<file path="src/rtl/casc_irq_pkg.sv">
`timescale 1ns/1ps
package casc_irq_pkg;

    localparam int GRP_W    = 32;
    localparam int ADDR_W   = 8;
    localparam int IDX_W    = $clog2(GRP_W);
    localparam int SUM_BASE = 24;
    localparam int SUM_CNT  = 4;
    localparam int SEL_FLAG = 30;

    // primary window
    localparam logic [ADDR_W-1:0] OFF_CAUSE_LO = 8'h04;
    localparam logic [ADDR_W-1:0] OFF_CAUSE_HI = 8'h0C;
    localparam logic [ADDR_W-1:0] OFF_MASK_LO  = 8'h14;
    localparam logic [ADDR_W-1:0] OFF_MASK_HI  = 8'h1C;
    localparam logic [ADDR_W-1:0] OFF_SELECT   = 8'h24;
    localparam logic [ADDR_W-1:0] OFF_VECTOR   = 8'h28;
    // pin window
    localparam logic [ADDR_W-1:0] OFF_PIN_CAUSE = 8'h08;
    localparam logic [ADDR_W-1:0] OFF_PIN_MASK  = 8'h0C;

    typedef enum logic [1:0] {
        BANK_LOW  = 2'd0,
        BANK_HIGH = 2'd1,
        BANK_PIN  = 2'd2
    } bank_e;

    typedef struct packed {
        logic [GRP_W-1:0] cause;
        logic [GRP_W-1:0] mask;
    } pin_state_t;

    typedef struct packed {
        logic [GRP_W-1:0] lo;
        logic [GRP_W-1:0] hi;
        logic [GRP_W-1:0] mlo;
        logic [GRP_W-1:0] mhi;
    } main_state_t;

    // index of the most significant set bit (0 when none)
    function automatic logic [IDX_W-1:0] top_index(input logic [GRP_W-1:0] v);
        logic [IDX_W-1:0] r;
        r = '0;
        for (int i = 0; i < GRP_W; i++) begin
            if (v[i]) r = IDX_W'(i);
        end
        return r;
    endfunction

endpackage

</file>
<file path="src/rtl/irq_pin_bank.sv">
`timescale 1ns/1ps
module irq_pin_bank
    import casc_irq_pkg::*;
#(
    parameter int W   = GRP_W,
    parameter int NSUM = SUM_CNT
) (
    input  logic            clk,
    input  logic            rst_n,
    input  logic [W-1:0]    pin,
    input  logic            wr_cause,
    input  logic            wr_mask,
    input  logic [W-1:0]    wdata,
    output logic [W-1:0]    cause,
    output logic [W-1:0]    mask,
    output logic [W-1:0]    masked,
    output logic [NSUM-1:0] summary
);
    localparam int SPAN = W / NSUM;

    typedef struct packed {
        logic [W-1:0] cause;
        logic [W-1:0] mask;
    } st_t;

    st_t st_d, st_q;

    always_comb begin
        st_d = st_q;
        if (wr_cause) st_d.cause = st_q.cause & wdata;
        st_d.cause = st_d.cause | pin;          // latch wins over clear
        if (wr_mask) st_d.mask = wdata;
    end

    always_ff @(posedge clk or negedge rst_n) begin
        if (!rst_n) st_q <= '0;
        else        st_q <= st_d;
    end

    assign cause  = st_q.cause;
    assign mask   = st_q.mask;
    assign masked = st_q.cause & st_q.mask;

    for (genvar k = 0; k < NSUM; k++) begin : g_sum
        assign summary[k] = |masked[k*SPAN +: SPAN];
    end

endmodule

</file>
<file path="src/rtl/irq_main_bank.sv">
`timescale 1ns/1ps
module irq_main_bank
    import casc_irq_pkg::*;
#(
    parameter int W     = GRP_W,
    parameter int SBASE = SUM_BASE,
    parameter int NSUM  = SUM_CNT
) (
    input  logic            clk,
    input  logic            rst_n,
    input  logic [W-1:0]    src_lo,
    input  logic [W-1:0]    src_hi,
    input  logic [NSUM-1:0] pin_sum,
    input  logic            wr_mlo,
    input  logic            wr_mhi,
    input  logic [W-1:0]    wdata,
    output logic [W-1:0]    cause_lo,
    output logic [W-1:0]    cause_hi,
    output logic [W-1:0]    mask_lo,
    output logic [W-1:0]    mask_hi,
    output logic [W-1:0]    pend_lo,
    output logic [W-1:0]    pend_hi,
    output logic            irq
);
    localparam logic [W-1:0] SUM_FIELD = W'(((1 << NSUM) - 1) << SBASE);

    typedef struct packed {
        logic [W-1:0] lo;
        logic [W-1:0] hi;
        logic [W-1:0] mlo;
        logic [W-1:0] mhi;
    } st_t;

    st_t st_d, st_q;
    logic [W-1:0] sum_vec;

    always_comb begin
        st_d    = st_q;
        st_d.lo = src_lo;
        st_d.hi = src_hi & ~SUM_FIELD;
        if (wr_mlo) st_d.mlo = wdata;
        if (wr_mhi) st_d.mhi = wdata;
    end

    always_ff @(posedge clk or negedge rst_n) begin
        if (!rst_n) begin
            st_q     <= '0;
            st_q.mhi <= SUM_FIELD;
        end else begin
            st_q <= st_d;
        end
    end

    assign sum_vec  = W'({{(W-NSUM){1'b0}}, pin_sum}) << SBASE;
    assign cause_lo = st_q.lo;
    assign cause_hi = st_q.hi | sum_vec;
    assign mask_lo  = st_q.mlo;
    assign mask_hi  = st_q.mhi;
    assign pend_lo  = cause_lo & st_q.mlo;
    assign pend_hi  = cause_hi & st_q.mhi;
    assign irq      = (|pend_lo) | (|pend_hi);

endmodule

</file>
<file path="src/rtl/irq_vector_enc.sv">
`timescale 1ns/1ps
module irq_vector_enc
    import casc_irq_pkg::*;
#(
    parameter int W     = GRP_W,
    parameter int SBASE = SUM_BASE,
    parameter int NSUM  = SUM_CNT,
    parameter int FLAG  = SEL_FLAG
) (
    input  logic [W-1:0] cause_lo,
    input  logic [W-1:0] cause_hi,
    input  logic [W-1:0] pend_lo,
    input  logic [W-1:0] pend_hi,
    input  logic [W-1:0] pend_pin,
    output logic [W-1:0] select,
    output logic [W-1:0] vector
);
    localparam int IW = $clog2(W);
    localparam logic [W-1:0] SUM_FIELD = W'(((1 << NSUM) - 1) << SBASE);

    always_comb begin
        select = cause_lo;
        select[FLAG] = 1'b0;
        vector = '0;
        if (|pend_lo) begin
            vector[IW +: 2]  = 2'(BANK_LOW);
            vector[IW-1:0]   = top_index(pend_lo);
        end else if (|pend_hi) begin
            select = cause_hi;
            select[FLAG] = 1'b1;
            if (|(pend_hi & SUM_FIELD)) begin
                vector[IW +: 2] = 2'(BANK_PIN);
                vector[IW-1:0]  = top_index(pend_pin);
            end else begin
                vector[IW +: 2] = 2'(BANK_HIGH);
                vector[IW-1:0]  = top_index(pend_hi);
            end
        end else begin
            vector[W-1] = 1'b1;
        end
    end

endmodule

</file>
<file path="src/rtl/casc_irq_ctrl.sv">
`timescale 1ns/1ps
module casc_irq_ctrl
    import casc_irq_pkg::*;
(
    input  logic              clk,
    input  logic              rst_n,
    input  logic [GRP_W-1:0]  src_low,
    input  logic [GRP_W-1:0]  src_high,
    input  logic [GRP_W-1:0]  gpp_pin,
    input  logic              bus_wr,
    input  logic              bus_gpp_sel,
    input  logic [ADDR_W-1:0] bus_addr,
    input  logic [GRP_W-1:0]  bus_wdata,
    output logic [GRP_W-1:0]  bus_rdata,
    output logic              cpu_irq
);
    logic wr_main, wr_pin;
    logic [GRP_W-1:0] pin_cause_w, pin_mask_w, pin_masked_w;
    logic [SUM_CNT-1:0] pin_sum_w;
    logic [GRP_W-1:0] cause_lo_w, cause_hi_w, mask_lo_w, mask_hi_w;
    logic [GRP_W-1:0] pend_lo_w, pend_hi_w, select_w, vector_w;

    assign wr_main = bus_wr & ~bus_gpp_sel;
    assign wr_pin  = bus_wr &  bus_gpp_sel;

    irq_pin_bank #(.W(GRP_W), .NSUM(SUM_CNT)) pin_i (
        .clk      (clk),
        .rst_n    (rst_n),
        .pin      (gpp_pin),
        .wr_cause (wr_pin && bus_addr == OFF_PIN_CAUSE),
        .wr_mask  (wr_pin && bus_addr == OFF_PIN_MASK),
        .wdata    (bus_wdata),
        .cause    (pin_cause_w),
        .mask     (pin_mask_w),
        .masked   (pin_masked_w),
        .summary  (pin_sum_w)
    );

    irq_main_bank #(.W(GRP_W), .SBASE(SUM_BASE), .NSUM(SUM_CNT)) main_i (
        .clk      (clk),
        .rst_n    (rst_n),
        .src_lo   (src_low),
        .src_hi   (src_high),
        .pin_sum  (pin_sum_w),
        .wr_mlo   (wr_main && bus_addr == OFF_MASK_LO),
        .wr_mhi   (wr_main && bus_addr == OFF_MASK_HI),
        .wdata    (bus_wdata),
        .cause_lo (cause_lo_w),
        .cause_hi (cause_hi_w),
        .mask_lo  (mask_lo_w),
        .mask_hi  (mask_hi_w),
        .pend_lo  (pend_lo_w),
        .pend_hi  (pend_hi_w),
        .irq      (cpu_irq)
    );

    irq_vector_enc #(.W(GRP_W), .SBASE(SUM_BASE), .NSUM(SUM_CNT), .FLAG(SEL_FLAG)) enc_i (
        .cause_lo (cause_lo_w),
        .cause_hi (cause_hi_w),
        .pend_lo  (pend_lo_w),
        .pend_hi  (pend_hi_w),
        .pend_pin (pin_masked_w),
        .select   (select_w),
        .vector   (vector_w)
    );

    always_comb begin
        bus_rdata = '0;
        if (bus_gpp_sel) begin
            case (bus_addr)
                OFF_PIN_CAUSE: bus_rdata = pin_cause_w;
                OFF_PIN_MASK:  bus_rdata = pin_mask_w;
                default:       bus_rdata = '0;
            endcase
        end else begin
            case (bus_addr)
                OFF_CAUSE_LO: bus_rdata = cause_lo_w;
                OFF_CAUSE_HI: bus_rdata = cause_hi_w;
                OFF_MASK_LO:  bus_rdata = mask_lo_w;
                OFF_MASK_HI:  bus_rdata = mask_hi_w;
                OFF_SELECT:   bus_rdata = select_w;
                OFF_VECTOR:   bus_rdata = vector_w;
                default:      bus_rdata = '0;
            endcase
        end
    end

endmodule

</file>
<file path="config.mk">
export PLATFORM = sky130hd
export DESIGN_NAME = casc_irq_ctrl
export DESIGN_NICKNAME = d
export VERILOG_FILES = /design/src/rtl/casc_irq_pkg.sv /design/src/rtl/irq_pin_bank.sv /design/src/rtl/irq_main_bank.sv /design/src/rtl/irq_vector_enc.sv /design/src/rtl/casc_irq_ctrl.sv
export SDC_FILE = /design/constraint.sdc
export NUM_CORES = 1
export LEC_CHECK = 0
export CAP_MARGIN = 20
export CORE_MARGIN = 2
export CORE_UTILIZATION = 50
export DETAILED_ROUTE_END_ITERATION = 8
export PLACE_DENSITY = 0.75
export SYNTH_ARGS = -nofsm -noshare
export SYNTH_HDL_FRONTEND = slang
export SYNTH_HIERARCHICAL = 1
export SYNTH_SLANG_ARGS = --single-unit
</file>
<file path="constraint.sdc">
create_clock -name clk -period 6.8 [get_ports clk]
set_input_delay 1.02 -clock clk [delete_from_list [all_inputs] [get_ports clk]]
set_output_delay 1.02 -clock clk [all_outputs]
set_load 0.02 [all_outputs]
</file>
Word-level counts from Yosys, hierarchy flattened
Index checks and enable logic that the tools add are counted.
- reduce and logical (&&, ||, !) cells: 11
- bitwise gates (word level): 10
- equal/unequal tests: 7
- mux-type cells: 104
- operators by type and width (cell ; count):
    $mux W5 ; 48
    $pmux W32 S6 ; 1
    $and A32 B32 Y32 ; 4
    $mux W32 ; 4
    $mux W4 ; 24
    $pmux W32 S2 ; 1
    $reduce_or A32 Y1 ; 2
    $mux W3 ; 12
    $or A32 B28 Y32 ; 1
    $or A32 B32 Y32 ; 1
    $reduce_or A8 Y1 ; 4
    $mux W7 ; 3
    $eq A8 B4 Y1 const B ; 2
    $eq A8 B5 Y1 const B ; 2
    $eq A8 B6 Y1 const B ; 2
    $mux W2 ; 6
    $eq A8 B3 Y1 const B ; 1
    $mux W1 ; 5
    $logic_and A1 B1 Y1 ; 4
    $reduce_or A4 Y1 ; 1
    $and A1 B1 Y1 ; 2
    $not A1 Y1 ; 1
    $or A1 B1 Y1 ; 1
- word-level logic and storage cells: 138
- output and inout port bits: 33
- flip-flop bits (word level): 188
- input port bits: 140

Logic depth before layout (Yosys ltp)
Gate-level depths: netlist of the first run.
- depth after elaboration: 40
- mapped depth: 16
- mapped depth without buffers: 14

Modules after synthesis
The synthesis of the first run kept the hierarchy.
- modules (own cells, without submodules) (module ; cells each ; area each (um^2) ; instances):
    irq_main_bank ; 291 ; 4509.3 ; 1
    irq_pin_bank ; 211 ; 2728.9 ; 1
    casc_irq_ctrl ; 321 ; 2208.4 ; 1
    irq_vector_enc ; 254 ; 1764.2 ; 1

Worst setup path after synthesis of the first run
OpenSTA, ideal clock, no wires.
- path kind: flip-flop to output port
- start point: register pin_i.st_q (netlist bit pin_i/cause[10])
- end point: output port bus_rdata[9]
- cell stages (with the launch flop): 17
- data required time: 5780 ps
- setup slack: 1571 ps
- buffers on the path: 2
- arrival time: 4209 ps
- cells stage by stage: dfrtp_1 > and2_4 > or4_1 > or4_1 > and2_1 > or4_4 > nor3_4 > nand3_2 > nor3_2 > nand2b_2 > buf_6 > buf_12 > mux2_4 > mux2_2 > a22oi_1 > o2bb2ai_1 > o31a_1
- word-level cells in the longest chain between the ends: 9
- ends and longest elaborated chain (element ; RTL line ; source):
    start: declaration ; irq_pin_bank.sv:26 ; st_t st_d, st_q;
    start signal: assignment ; irq_pin_bank.sv:37 ; else st_q <= st_d;
    $and A32 B32 Y32 ; irq_pin_bank.sv:42 ; assign masked = st_q.cause & st_q.mask;
    net pin_masked_w[10] ; casc_irq_ctrl.sv:18 ; logic [GRP_W-1:0] pin_cause_w, pin_mask_w, pin_masked_w;
    $reduce_or A8 Y1 ; irq_pin_bank.sv:45 ; assign summary[k] = |masked[k*SPAN +: SPAN];
    net pin_sum_w[1] ; casc_irq_ctrl.sv:19 ; logic [SUM_CNT-1:0] pin_sum_w;
    $or A32 B28 Y32 ; irq_main_bank.sv:56 ; assign cause_hi = st_q.hi | sum_vec;
    $and A32 B32 Y32 ; irq_main_bank.sv:60 ; assign pend_hi = cause_hi & st_q.mhi;
    net pend_hi_w[25] ; casc_irq_ctrl.sv:21 ; logic [GRP_W-1:0] pend_lo_w, pend_hi_w, select_w, vector_w;
    $reduce_or A32 Y1 ; irq_vector_enc.sv:28 ; end else if (|pend_hi) begin
    $mux W32 ; irq_vector_enc.sv:28 ;
    $mux W32 ; irq_vector_enc.sv:25 ; if (|pend_lo) begin
    net select_w[9] ; casc_irq_ctrl.sv:21 ;
    $pmux W32 S6 ; casc_irq_ctrl.sv:76 ; case (bus_addr)
    $mux W32 ; casc_irq_ctrl.sv:69 ; if (bus_gpp_sel) begin
    end: declaration ; casc_irq_ctrl.sv:14 ; output logic [GRP_W-1:0] bus_rdata,
The timed path passes the listed nets, and every way through them passes these cells.

Final worst setup path of the first run
- start point: register pin_i.st_q (netlist bit pin_i/cause[11])
- end point: output port bus_rdata[12]
Same word-level chain as after synthesis.

==> flow_metrics.py, run 1 <==
metrics = {
    "layout": {
        "num_antenna_cells": 0,
        "drive_gt1_share_pct": 14.8,
        "fin_nets": 1356,
        "syn2layout_area_growth_pct": 22.0,
    },
    "timing": {
        "slew_viol_final": 0,
        "tightest_slew_ns": 1.06,
        "min_period_ns": 6.62,
        "grt_setup_unrepaired": "no",
        "timing.fmax_ghz": 0.151,
        "setup_viol": 0,
        "finalHoldViolCount": 0,
        "finalClockSkew_ns": 0,
        "min_period_over_period_pct": 97.4,
        "setup_ws_ns": 0.179,
        "setup_tns_ns": 0,
        "slew_headroom_pct": 29.2,
    },
    "global_routing": {
        "grt_pass1_wl_um": 55500,
        "antenna_found_initial": 0,
        "grt_pass1_vias": 9661,
        "track_usage_pct": 30.6,
        "grt_max_degree": 124,
        "overflow": 0,
    },
    "routing": {
        "drt-total-wl_um": 36000,
        "via_per_inst": 6.40,
        "via_count": 9663,
        "dr.pass1.iters": 5,
        "dr.first_iter.drc_count": 761,
        "drc_errors": 0,
        "ant_nets": 0,
        "wire_per_inst_um": 23.9,
    },
    "die": {
        "die_w_um": 154,
        "start_util_pct": 51.2,
        "die_area_um2": 23600,
        "die_y_um": 154,
        "design.core.area_um2": 21900,
        "io_pins": 173,
        "rows": 54,
    },
    "clocking": {
        "holdBufCountCts": 0,
        "insertion_delay_ns": 0.43,
        "clk_pin_slew_ns": 0.07,
        "cts_buffers": 17,
        "clock_sinks": 188,
        "htree_levels": 4,
        "cts_buffer_depth": 2,
        "root_buffer": "clkbuf_16",
        "cts_tree": "built",
    },
    "critical_path": {
        "r2r-start": "main_i/mask_lo[10]",
        "crit_path_start": "pin_i/cause[11]",
        "cp-start-kind": "flop",
        "critPathSlowestCell": "or4_4",
        "reg2reg_depth": 1,
        "rr_endpoint": "main_i/mask_lo[10]",
        "arrival_ns": 5.60,
        "cp-end-kind": "output pin",
        "path_class": "flop to output pin",
        "crit_chain": "and2_1 > or4_1 > or4_4 > and2_1 > or4_4 > nor3_4 > nand3_2 > nor3_2 > nand2b_2 > buf_12 > mux2_4 > mux2_2 > a22oi_1 > o2bb2ai_1 > o31a_1 > clkdlybuf4s50_1",
        "critPathMaxStageDelay_ns": 0.60,
        "cp_max_fo": 17,
        "rrSetupSlack_ns": 5.92,
        "required_ns": 5.78,
    },
    "synth": {
        "synth_top_family_by_area": "compound AO/OA/AOI/OAI gates",
        "yosys.area_share.simple_pct": 17.6,
        "synthCells": 1077,
        "synth_cell_types": 65,
        "synthTopCellsByArea": "dfrtp_1 (41%), a22oi_1 (6.8%), mux2_1 (6.4%)",
        "synth_top_area_cell": "dfrtp_1",
        "synth_fa_ha_area_share_pct": 0,
        "yosysMostFrequentCell": "dfrtp_1",
        "yosys_warnings": 6,
        "synth_seq_area_share_pct": 42.0,
        "synth_area_um2": 11200,
        "synth-seq-cells": 188,
        "synth_enable_flop_cells": 0,
        "synth_compound_area_share_pct": 19.2,
        "synth_mux_area_share_pct": 15.7,
        "avgSynthCellArea_um2": 10.4,
        "synth_top_cell_area_share_pct": 41.1,
        "netlist_top_cells_count": "dfrtp_1 (184), a22oi_1 (102), and2_1 (82)",
        "synth_top_flop_cell": "dfrtp_1",
        "ys_async_sr_fraction_pct": 100,
        "synthXorXnorAreaFrac_pct": 0,
    },
    "power": {
        "intPower_mw": 2.00,
        "ir_drop_mv": 0.163,
        "power_mw": 2.77,
        "power_frac_seq_pct": 42.8,
        "comb_power_share_pct": 19.2,
        "switching_share_pct": 27.7,
        "power_density_nw_per_um2": 202,
        "power_leakage_nw": 5.70,
        "p_sw_mw": 0.766,
        "clockPowerShare_pct": 38.0,
    },
    "place": {
        "dp_slack_ns": 0.428,
        "hpwl_um": 25000,
        "gp_congestion": 0.986,
        "io_buffer_count": 168,
    },
    "hold_path": {
        "min_delay_path_depth": 1,
        "min_from": "main_i/mask_hi[30]",
        "hp-class": "flop to flop",
        "hold_end": "main_i/mask_hi[30]",
    },
    "run": {
        "maxCapViolCount": 0,
    },
    "status": {
        "status": "finished, final reports clean",
    },
}
[routing by layer]
layer	share of wire [%]	track usage (%)	routed length [µm]	up-vias
met5	0	0	0	-
met2	45	46.4	16200	559
met3	9.1	5.83	3270	88
li1	-	-	-	4250
met1	43	43.2	15400	4766
met4	3.1	12.5	1110	0
[what timing repair did]
action,in CTS,in global routing
gates resized for setup,1,8
buffers inserted,0,0
setup endpoints to repair,6,14
[cell families (layout without fill, tap and decap cells)]
logic type / count (synthesis) / count (layout)
muxes: 148 / 148
other: 1 / 24
DFF: 188 / 188
buffers and inverters: 110 / 239
AOI/OAI and AO/OA: 294 / 294
and+or+nand+nor: 336 / 336
[worst max path at each step]
stage	end	cells past startpoint
after floorplan	bus_rdata[9]	16
after global placement	bus_rdata[12]	16
after detailed placement	bus_rdata[8]	16
after CTS	bus_rdata[8]	16
after global routing	bus_rdata[12]	16
final	bus_rdata[12]	16
[cell usage in the layout (no fill, tap or decap), types with 24 or more instances in the layout]
| cell | Yosys | layout |
|---|---|---|
| dfrtp_1 | 184 | 184 |
| clkdlybuf4s50_1 | 0 | 162 |
| a22oi_1 | 102 | 102 |
| and2_1 | 82 | 82 |
| nor2_1 | 80 | 80 |
| mux2_1 | 64 | 64 |
| mux2_2 | 52 | 52 |
| o21ai_0 | 45 | 45 |
| nand2b_1 | 35 | 35 |
| a21o_1 | 28 | 28 |
| mux2_4 | 25 | 25 |
| nor4_1 | 27 | 24 |
| conb_1 | 1 | 24 |
[power groups by stage]
| stage | registers, mW | logic [mW] | clock network (mW) |
|---|---|---|---|
| after floorplan | 1.19 | 0.330 | 0 |
| after detailed placement | 1.20 | 0.515 | 0 |
| after CTS | 1.18 | 0.521 | 1.06 |
| after global routing | 1.19 | 0.564 | 1.11 |
| after global placement | 1.20 | 0.512 | 0 |
| final | 1.18 | 0.532 | 1.05 |
[cell type report]
cell class                 instances  area [µm²]
clock buffer                      20         457
clock inverter                    12         154
fill                            1801        8220
inverter                          20        75.1
multi-input combinational        802        6060
sequential                       188        4710
tap                              280         350
timing repair buffer             187        1870
[stage by stage]
stage / std cells / hold WS (ns) / util [%] / area, µm²
after floorplan: 1100 / 0.463 / - / 11300
after global placement: 1477 / 0.476 / 59.5 / 13000
after detailed placement: 1477 / 0.486 / 59.5 / 13000
after CTS: 1509 / 0.503 / 62.3 / 13600
after global routing: 1509 / 0.509 / 62.5 / 13700
final: 1509 / 0.502 / 62.5 / 13700
[registers in the layout, indices dropped and copies added (netlist names)]
name / count
main_i/st_q: 28
main_i/cause_lo: 32
pin_i/mask: 32
pin_i/cause: 32
main_i/mask_lo: 32
main_i/mask_hi: 32
[worst max-delay path, delay by kind of cell, from the launching register on]
family	cells	cell delay (ns)
DFF	1	0.43
muxes	2	0.57
and+or+nand+nor	9	2.83
buffers and inverters	2	0.76
AOI/OAI and AO/OA	3	0.58
Note: power is estimated with default switching activity, not from simulation.
==> inputs of run 2 (changes only) <==
Settings changed: CORE_UTILIZATION 50 to 55, PLACE_DENSITY 0.75 to 0.81, SKIP_LAST_GASP set to 1.
==> flow_metrics.py, run 2 (synthesis gave the netlist of run 1 again) <==
metrics = {
    "power": {
        "ir_drop_mv": 0.166,
        "power_density_nw_per_um2": 200,
        "power_leakage_nw": 5.68,
    },
    "critical_path": {
        "r2r-start": "main_i/mask_hi[29]",
        "cp-start-kind": "flop",
        "path_class": "flop to output pin",
        "required_ns": 5.78,
        "rr_endpoint": "main_i/mask_hi[29]",
        "cp-end-kind": "output pin",
        "rrSetupSlack_ns": 5.87,
        "cp_max_fo": 25,
        "reg2reg_depth": 1,
        "arrival_ns": 5.62,
    },
    "timing": {
        "finalClockSkew_ns": 0,
        "slew_headroom_pct": 28.2,
        "tightest_slew_ns": 1.07,
        "setup_viol": 0,
        "grt_setup_unrepaired": "no",
        "finalHoldViolCount": 0,
        "min_period_over_period_pct": 97.6,
        "timing.fmax_ghz": 0.151,
        "min_period_ns": 6.64,
        "setup_tns_ns": 0,
        "slew_viol_final": 0,
    },
    "routing": {
        "ant_nets": 0,
        "via_count": 9682,
        "wire_per_inst_um": 23.9,
        "drc_errors": 0,
        "dr.first_iter.drc_count": 815,
        "drt-total-wl_um": 35900,
        "wl_met3_um": 3590,
        "wl_met2_um": 16100,
        "via_per_inst": 6.45,
        "dr.pass1.iters": 6,
        "drt-met1-wl_um": 15100,
        "top_layer_used": "met4",
    },
    "place": {
        "dpl_cell_area_um2": 13000,
        "io_buffer_count": 168,
        "hpwl_um": 24900,
        "gp_congestion": 0.987,
    },
    "layout": {
        "final_area_um2": 13700,
        "num_antenna_cells": 0,
        "layout_common_cells": "dfrtp_1 (184), clkdlybuf4s50_1 (165), a22oi_1 (102)",
        "fillCellCount": 1514,
        "drive_gt1_share_pct": 15.0,
        "syn2layout_area_growth_pct": 22.0,
        "fin_util_pct": 68.0,
        "final_common_cell": "dfrtp_1",
        "fin_nets": 1359,
    },
    "clocking": {
        "cts_tree": "built",
        "clock_sinks": 188,
        "holdBufCountCts": 0,
        "cts_buffers": 17,
        "cts_buffer_depth": 2,
        "insertion_delay_ns": 0.43,
        "clk_pin_slew_ns": 0.07,
        "root_buffer": "clkbuf_16",
        "htree_levels": 4,
    },
    "hold_path": {
        "hp-class": "flop to flop",
        "min_delay_path_depth": 1,
        "min_from": "pin_i/cause[0]",
        "hold_end": "pin_i/cause[0]",
    },
    "die": {
        "io_pins": 173,
        "rows": 52,
        "die_w_um": 147,
        "design.core.area_um2": 20100,
        "die_area_um2": 21500,
        "die_y_um": 147,
        "start_util_pct": 55.8,
    },
    "global_routing": {
        "track_usage_pct": 33.3,
        "grt_max_degree": 116,
        "antenna_found_initial": 0,
        "grt_pass1_vias": 9505,
        "grt_pass1_wl_um": 54600,
        "overflow": 0,
    },
    "status": {
        "status": "finished, final reports clean",
    },
    "run": {
        "maxCapViolCount": 0,
    },
}
==> run 2: area by class of cell <==
type | instances | area (µm²) | area share [%]
Tap cell | 270 | 338 | 2.47
Sequential cell | 188 | 4710 | 34.4
Inverter | 20 | 75.1 | 0.549
Clock inverter | 13 | 153 | 1.12
Clock buffer | 19 | 443 | 3.24
Timing Repair Buffer | 190 | 1880 | 13.8
Multi-Input combinational cell | 802 | 6070 | 44.4
==> run 2: layer usage <==
metal	global-route usage, %	up-vias
met4	12.1	0
li1	-	4268
met2	51.3	573
met1	45.8	4749
met3	8.70	92
met5	0	-
==> run 2: worst max-delay path by stage <==
stage	start	end	slack (ns)	depth (start not counted)
after floorplan	pin_i/cause[10]	bus_rdata[9]	1.57	16
after global placement	pin_i/cause[11]	bus_rdata[3]	0.57	16
after detailed placement	pin_i/cause[11]	bus_rdata[3]	0.51	16
after CTS	pin_i/cause[11]	bus_rdata[3]	0.04	16
after global routing	pin_i/cause[11]	bus_rdata[12]	0.005	16
final	pin_i/cause[11]	bus_rdata[12]	0.16	16
==> run 2: per-stage QoR <==
step	total power, mW	hold WS, ns	setup WS [ns]	cells
floorplan	1.52	0.463	1.57	1100
global route	2.83	0.515	0.00487	1502
finish	2.74	0.508	0.162	1502
CTS	2.73	0.506	0.0380	1501
detailed placement	1.72	0.488	0.510	1469
global placement	1.71	0.477	0.565	1469
==> run 2: power breakdown <==
part	internal (mW)	switching (mW)
Combinational	0.271	0.259
Sequential	1.15	0.0320
Clock	0.561	0.464
Total	1.98	0.755
==> run 2: worst max-delay path, cell delays in order, from the launching register on <==
cell and delay, ns:
dfrtp_1 0.40, and2_1 0.23, or4_1 0.59, or4_4 0.56, and2_1 0.22, or4_4 0.60, nor3_4 0.18, nand3_2 0.09
nor3_2 0.19, nand2b_2 0.18, buf_12 0.24, mux2_4 0.32, mux2_2 0.26, a22oi_1 0.13, o2bb2ai_1 0.09, o31a_1 0.32
clkdlybuf4s50_1 0.55
==> run 2: timing repair <==
action,in CTS,in global routing
endpoints found under the setup margin,0,14
buffers inserted,0,0
resized for setup,0,4
